## config.mk

```make
export PLATFORM = sky130hd
export DESIGN_NAME = adc_conv_ctrl
export DESIGN_NICKNAME = d
export VERILOG_FILES = /design/src/rtl/adc_ctrl_pkg.sv /design/src/rtl/setup_pulse_timer.sv /design/src/rtl/start_arbiter.sv /design/src/rtl/conv_sequencer.sv /design/src/rtl/sar_stub.sv /design/src/rtl/adc_conv_ctrl.sv
export SDC_FILE = /design/constraint.sdc
export NUM_CORES = 1
export LEC_CHECK = 0
export ABC_AREA = 0
export BUFFER_PORTS_ARGS = -buffer_cell sky130_fd_sc_hd__buf_2
export CORE_AREA = 8 8 81 83
export DETAILED_ROUTE_END_ITERATION = 10
export DIE_AREA = 0 0 89 91
export GPL_ROUTABILITY_DRIVEN = 0
export PLACE_DENSITY = 0.65
export SETUP_SLACK_MARGIN = 0.4
export SLEW_MARGIN = 10
export SYNTH_ARGS = -nofsm -noshare
export SYNTH_HDL_FRONTEND = slang
export SYNTH_SLANG_ARGS = --single-unit
```

## constraint.sdc

```tcl
create_clock -name clk -period 7 [get_ports clk]
set_input_delay 0.7 -clock clk [delete_from_list [all_inputs] [get_ports clk]]
set_output_delay 0.7 -clock clk [all_outputs]
set_load 0.05 [all_outputs]
```

## src/rtl/adc_ctrl_pkg.sv

```systemverilog
`timescale 1ns/1ps
package adc_ctrl_pkg;
  // Reason a conversion was launched; decides the late-sample status.
  typedef enum logic [1:0] {
    SRC_NONE    = 2'd0,
    SRC_SW      = 2'd1,
    SRC_HW      = 2'd2,
    SRC_HW_LATE = 2'd3
  } start_src_e;

  // 14.5 master clocks counted in half-periods of the master clock.
  localparam int CONV_HALF_PERIODS = 29;
endpackage

```

## src/rtl/setup_pulse_timer.sv

```systemverilog
`timescale 1ns/1ps
module setup_pulse_timer #(
  parameter int W = 8
) (
  input  logic         clk,
  input  logic         rst_n,
  input  logic         fire,
  input  logic [W-1:0] len,
  output logic         active
);
  logic [W-1:0] remain;

  always_ff @(posedge clk or negedge rst_n) begin
    if (!rst_n)               remain <= '0;
    else if (fire)            remain <= len;
    else if (remain != '0)    remain <= remain - 1'b1;
  end

  assign active = (remain != '0);
endmodule

```

## src/rtl/start_arbiter.sv

```systemverilog
`timescale 1ns/1ps
module start_arbiter
  import adc_ctrl_pkg::*;
(
  input  logic       clk,
  input  logic       rst_n,
  input  logic       busy,
  input  logic       pulse_active,
  input  logic       hw_rise,
  input  logic       sw_req,
  output logic       start,
  output start_src_e src,
  output logic       reject
);
  logic sw_pend, hw_pend;
  logic rise_used;

  always_comb begin
    start = !busy && !pulse_active && (hw_rise || sw_pend || hw_pend);
    if (!start)       src = SRC_NONE;
    else if (hw_pend) src = SRC_HW_LATE;
    else if (sw_pend) src = SRC_SW;
    else              src = SRC_HW;
    rise_used = start && (src == SRC_HW);
    reject    = (busy || start) && (sw_req || (hw_rise && !rise_used));
  end

  always_ff @(posedge clk or negedge rst_n) begin
    if (!rst_n) begin
      sw_pend <= 1'b0;
      hw_pend <= 1'b0;
    end else if (start) begin
      sw_pend <= 1'b0;
      hw_pend <= 1'b0;
    end else if (!busy) begin
      if (sw_req)                  sw_pend <= 1'b1;
      if (hw_rise && pulse_active) hw_pend <= 1'b1;
    end
  end
endmodule

```

## src/rtl/conv_sequencer.sv

```systemverilog
`timescale 1ns/1ps
module conv_sequencer #(
  parameter int TICKS = 29
) (
  input  logic clk,
  input  logic rst_n,
  input  logic start,
  output logic hold,
  output logic done
);
  localparam int TICK_W = (TICKS > 1) ? $clog2(TICKS) : 1;
  localparam logic [TICK_W-1:0] LAST = TICK_W'(TICKS - 1);

  logic [TICK_W-1:0] tick;

  always_ff @(posedge clk or negedge rst_n) begin
    if (!rst_n) begin
      hold <= 1'b0;
      tick <= '0;
    end else if (start) begin
      hold <= 1'b1;
      tick <= '0;
    end else if (hold) begin
      if (tick == LAST) hold <= 1'b0;
      else              tick <= tick + 1'b1;
    end
  end

  assign done = hold && (tick == LAST);
endmodule

```

## src/rtl/sar_stub.sv

```systemverilog
`timescale 1ns/1ps
module sar_stub #(
  parameter int DATA_W = 12,
  parameter int CH_W   = 3
) (
  input  logic              clk,
  input  logic              rst_n,
  input  logic              capture,
  input  logic [DATA_W-1:0] sample_in,
  input  logic [CH_W-1:0]   chan_in,
  input  logic              done,
  input  logic              res_ready,
  output logic              res_valid,
  output logic [DATA_W-1:0] res_data,
  output logic [CH_W-1:0]   res_chan
);
  logic [DATA_W-1:0] held_val;
  logic [CH_W-1:0]   held_chan;

  always_ff @(posedge clk or negedge rst_n) begin
    if (!rst_n) begin
      held_val  <= '0;
      held_chan <= '0;
      res_valid <= 1'b0;
      res_data  <= '0;
      res_chan  <= '0;
    end else begin
      if (capture) begin
        held_val  <= sample_in;
        held_chan <= chan_in;
      end
      if (done) begin
        res_valid <= 1'b1;
        res_data  <= held_val;
        res_chan  <= held_chan;
      end else if (res_valid && res_ready) begin
        res_valid <= 1'b0;
      end
    end
  end
endmodule

```

## src/rtl/adc_conv_ctrl.sv

```systemverilog
`timescale 1ns/1ps
module adc_conv_ctrl
  import adc_ctrl_pkg::*;
#(
  parameter int N_CH       = 8,
  parameter int DATA_W     = 12,
  parameter int SETUP_W    = 8,
  parameter int CONV_TICKS = CONV_HALF_PERIODS,
  localparam int CH_W      = (N_CH > 1) ? $clog2(N_CH) : 1
) (
  input  logic               clk,
  input  logic               rst_n,
  input  logic               cfg_wr,
  input  logic               cfg_conv,
  input  logic [CH_W-1:0]    cfg_chan,
  input  logic [SETUP_W-1:0] setup_len,
  input  logic               convst,
  input  logic               smode,
  input  logic [DATA_W-1:0]  sample_in,
  input  logic               res_ready,
  output logic               th_hold,
  output logic [CH_W-1:0]    mux_sel,
  output logic               pulse_active,
  output logic               late_sample,
  output logic               overrun,
  output logic               fsync_req,
  output logic               res_valid,
  output logic [DATA_W-1:0]  res_data,
  output logic [CH_W-1:0]    res_chan
);
  logic       convst_q;
  logic       hw_rise;
  logic       start, reject, done;
  start_src_e src;

  assign hw_rise = convst && !convst_q;

  setup_pulse_timer #(.W(SETUP_W)) u_timer (
    .clk(clk), .rst_n(rst_n), .fire(cfg_wr), .len(setup_len), .active(pulse_active)
  );

  start_arbiter u_arb (
    .clk(clk), .rst_n(rst_n), .busy(th_hold), .pulse_active(pulse_active),
    .hw_rise(hw_rise), .sw_req(cfg_wr && cfg_conv),
    .start(start), .src(src), .reject(reject)
  );

  conv_sequencer #(.TICKS(CONV_TICKS)) u_seq (
    .clk(clk), .rst_n(rst_n), .start(start), .hold(th_hold), .done(done)
  );

  sar_stub #(.DATA_W(DATA_W), .CH_W(CH_W)) u_stub (
    .clk(clk), .rst_n(rst_n), .capture(start), .sample_in(sample_in),
    .chan_in(mux_sel), .done(done), .res_ready(res_ready),
    .res_valid(res_valid), .res_data(res_data), .res_chan(res_chan)
  );

  always_ff @(posedge clk or negedge rst_n) begin
    if (!rst_n) begin
      convst_q    <= 1'b0;
      mux_sel     <= '0;
      late_sample <= 1'b0;
      overrun     <= 1'b0;
      fsync_req   <= 1'b0;
    end else begin
      convst_q  <= convst;
      fsync_req <= done && smode;
      if (cfg_wr)                 mux_sel     <= cfg_chan;
      if (src == SRC_HW_LATE)     late_sample <= 1'b1;
      if (reject)                 overrun     <= 1'b1;
    end
  end
endmodule

```

==> impl_metrics.json <==
{
  "ant_nets": 0,
  "critPathCaptureType": "output port",
  "arrival_ns": 2.29,
  "dp_hpwl_um": 3330,
  "max_freq_ghz": 0.334,
  "clk_pin_slew_ns": 0.09,
  "r2r_cells": 6,
  "dieArea_mm2": 0.00810,
  "power.leakage_nw": 1.24,
  "holdPathEnd": "late_sample",
  "slew-limit-headroom_pct": 44.7,
  "io_pins": 54,
  "synth.yosys.seq_area_share_pct": 58.0,
  "num_rows": 27,
  "critical_path_required_ns": 6.30,
  "final.period_utilization_pct": 42.8,
  "post-synth-top-count-cell": "dfrtp_1",
  "rsz0062_at_grt": "false",
  "tightestPinTransition_ns": 0.830,
  "final.setup.tns_ns": 0,
  "drt_iter0_markers": 154,
  "wirelength_um": 4690,
  "start_kind": "flop",
  "h-tree-depth": 2,
  "wl_per_cell_um": 15.0,
  "synth.area.top_cells": "dfrtp_1 58%, mux2_2 15%, ha_1 2.1%",
  "synth_warnings": 0,
  "yosysTopAreaCell": "dfrtp_1",
  "ys_seq_elements": 54,
  "gr-usage-met2_pct": 16.6,
  "ctsHoldBuffers": 0,
  "postCtsSetupBuffers": 0,
  "dr_total_vias": 1595,
  "drcViolationCount": 0,
  "clockBufferDepth": 2,
  "initial_core_util_pct": 43.7,
  "cts_root_buffer": "clkbuf_8",
  "grt_pass1_wl_um": 7850,
  "reg2reg_from": "u_timer.remain[0]",
  "port_buffers": 53,
  "ys_types": 37,
  "avgSynthCellArea_um2": 12.7,
  "fp.dieH_um": 91,
  "worstSetupPathType": "reg -> out",
  "hold_violations": 0,
  "die_w_um": 89,
  "cts_resized": 0,
  "maxCapViolCount": 0,
  "grt_max_degree": 55,
  "nets": 274,
  "switching_share_pct": 32.2,
  "cts_made_buffers": 5,
  "n_antenna_cell": 0,
  "routed_via_density": 5.11,
  "synth_edf_count": 0,
  "antenna_found_initial": 0,
  "top_usage_layer": "met1",
  "gr-total-overflow": 0,
  "synth_nets": 218,
  "net-switching-power_mw": 0.223,
  "synthTopCellsByCount": "54 x dfrtp_1, 32 x mux2_2, 11 x inv_1, 11 x nor2_1, 6 x o21ai_0",
  "combPwrFrac_pct": 22.1,
  "layout_setup_ws_ns": 4.01,
  "grt.total_usage_pct": 12.3,
  "clock_latency_ns": 0.31,
  "syn_area_mm2": 0.00233,
  "max-vdd-ir-drop_mv": 0.170,
  "p_total_mw": 0.693,
  "worstPathMaxFanout": 6,
  "grt_pass1_vias": 1627,
  "area_delta_synth_final_pct": 18.0,
  "rr_endpoint": "u_stub.held_val[2]",
  "fin_crit_ns": 2.99,
  "grtUsageMet1_pct": 16.8,
  "status": "complete, no violations",
  "hold_depth": 1,
  "first_pass_iters": 4,
  "seq_power_share_pct": 53.9,
  "synth_cells": 184,
  "intPower_mw": 0.470,
  "power_density_mw_per_mm2": 252,
  "async_flop_share_pct": 100,
  "clkPwrFrac_pct": 24.0,
  "fin_skew_ns": 0.00361,
  "final_max_slew_viol_count": 0,
  "setup_viol": 0,
  "cts_tree": "built",
  "drive_above_1_share_pct": 40.8,
  "hp-class": "reg -> reg",
  "synth_top_area_share_pct": 58.0,
  "r2r_slack_ns": 4.23,
  "ys.flop_type": "dfrtp_1",
  "grtUsageMet3_pct": 6.22,
  "core-area_mm2": 0.00534,
  "clock-sinks": 54,
  "preCtsSetupSlack_ns": 4.20,
  "worstHoldStart": "late_sample"
}
==> placed cells by master (no fill, tap or decap), types with 2 or more instances in the layout <==
cell type / instances
and3_1: 2
o21ai_0: 6
a221oi_1: 2
nor2_1: 11
nand2_1: 4
or4_1: 2
a21oi_1: 5
a21o_1: 3
inv_1: 11
clkbuf_8: 5
mux2_2: 32
buf_4: 3
nand3_1: 5
o31a_1: 2
nor4_1: 2
nor3_1: 5
dfrtp_1: 54
ha_1: 4
o31ai_1: 4
xnor2_1: 2
nor3b_1: 2
a211oi_1: 2
nand4_1: 3
clkinvlp_4: 2
a31oi_1: 2
buf_2: 53
==> routing by layer <==
metal,share of wire [%],vias to the layer above
li1,-,780
met1,48,761
met2,41,48
met3,10,6
met4,1.1,0
met5,0,-
==> power groups by stage <==
stage / sequential, mW / clock (mW) / combinational, mW
floorplan: 0.427 / 0 / 0.0596
global placement: 0.379 / 0 / 0.153
detailed placement: 0.380 / 0 / 0.155
CTS: 0.374 / 0.173 / 0.155
global route: 0.379 / 0.183 / 0.166
finish: 0.374 / 0.167 / 0.153
==> metrics by stage <==
stage	hold WS, ns	util [%]	std cells	cell area, um^2
2_1_floorplan	0.404	-	184	2330
3_3_place_gp	0.459	50.0	305	2670
3_5_place_dp	0.469	50.0	305	2670
4_1_cts	0.490	51.5	312	2750
5_1_grt	0.509	51.5	312	2750
6_report	0.484	51.5	312	2750
==> worst max path at each step <==
stage / depth (start not counted) / to / slack [ns] / from
floorplan: 5 / pulse_active / 4.61 / u_timer.remain[0]
global placement: 6 / u_stub.held_val[9] / 4.30 / u_timer.remain[0]
detailed placement: 6 / u_stub.held_val[2] / 4.20 / u_timer.remain[0]
CTS: 6 / pulse_active / 4.00 / u_timer.remain[0]
global route: 6 / pulse_active / 3.84 / u_timer.remain[0]
finish: 6 / pulse_active / 4.01 / u_timer.remain[0]
==> flip-flops by register name, indices dropped and copies added, names as in the netlist, 3 cells and up <==
register	flops
u_timer.remain	8
u_stub.res_chan	3
u_stub.res_data	12
mux_sel	3
u_stub.held_val	12
u_seq.tick	5
u_stub.held_chan	3
==> cells by family after synthesis <==
family | Yosys count | synth area share, %
flip-flops | 54 | 58.0
AND/OR/NAND/NOR | 40 | 9.02
AO/OA/AOI/OAI | 33 | 10.6
multiplexers | 33 | 15.9
buffers and inverters | 18 | 3.60
adder cells (fa/ha/maj) | 4 | 2.15
XOR/XNOR | 2 | 0.752
==> area by class of cell <==
cell class	instances	area, um^2
Fill cell	494	2590
Sequential cell	54	1350
Multi-Input combinational cell	112	896
Timing Repair Buffer	56	288
Tap cell	72	90.1
Clock buffer	5	68.8
Inverter	11	41.3
Clock inverter	2	15.0
==> worst max-delay path, stage by stage (launching register included) <==
cell and delay, ns:
dfrtp_1 0.45, inv_1 0.12, ha_1 0.20, or3b_2 0.53, nor2_1 0.33, inv_1 0.12
buf_2 0.23
Note: power is estimated with default switching activity, not from simulation.
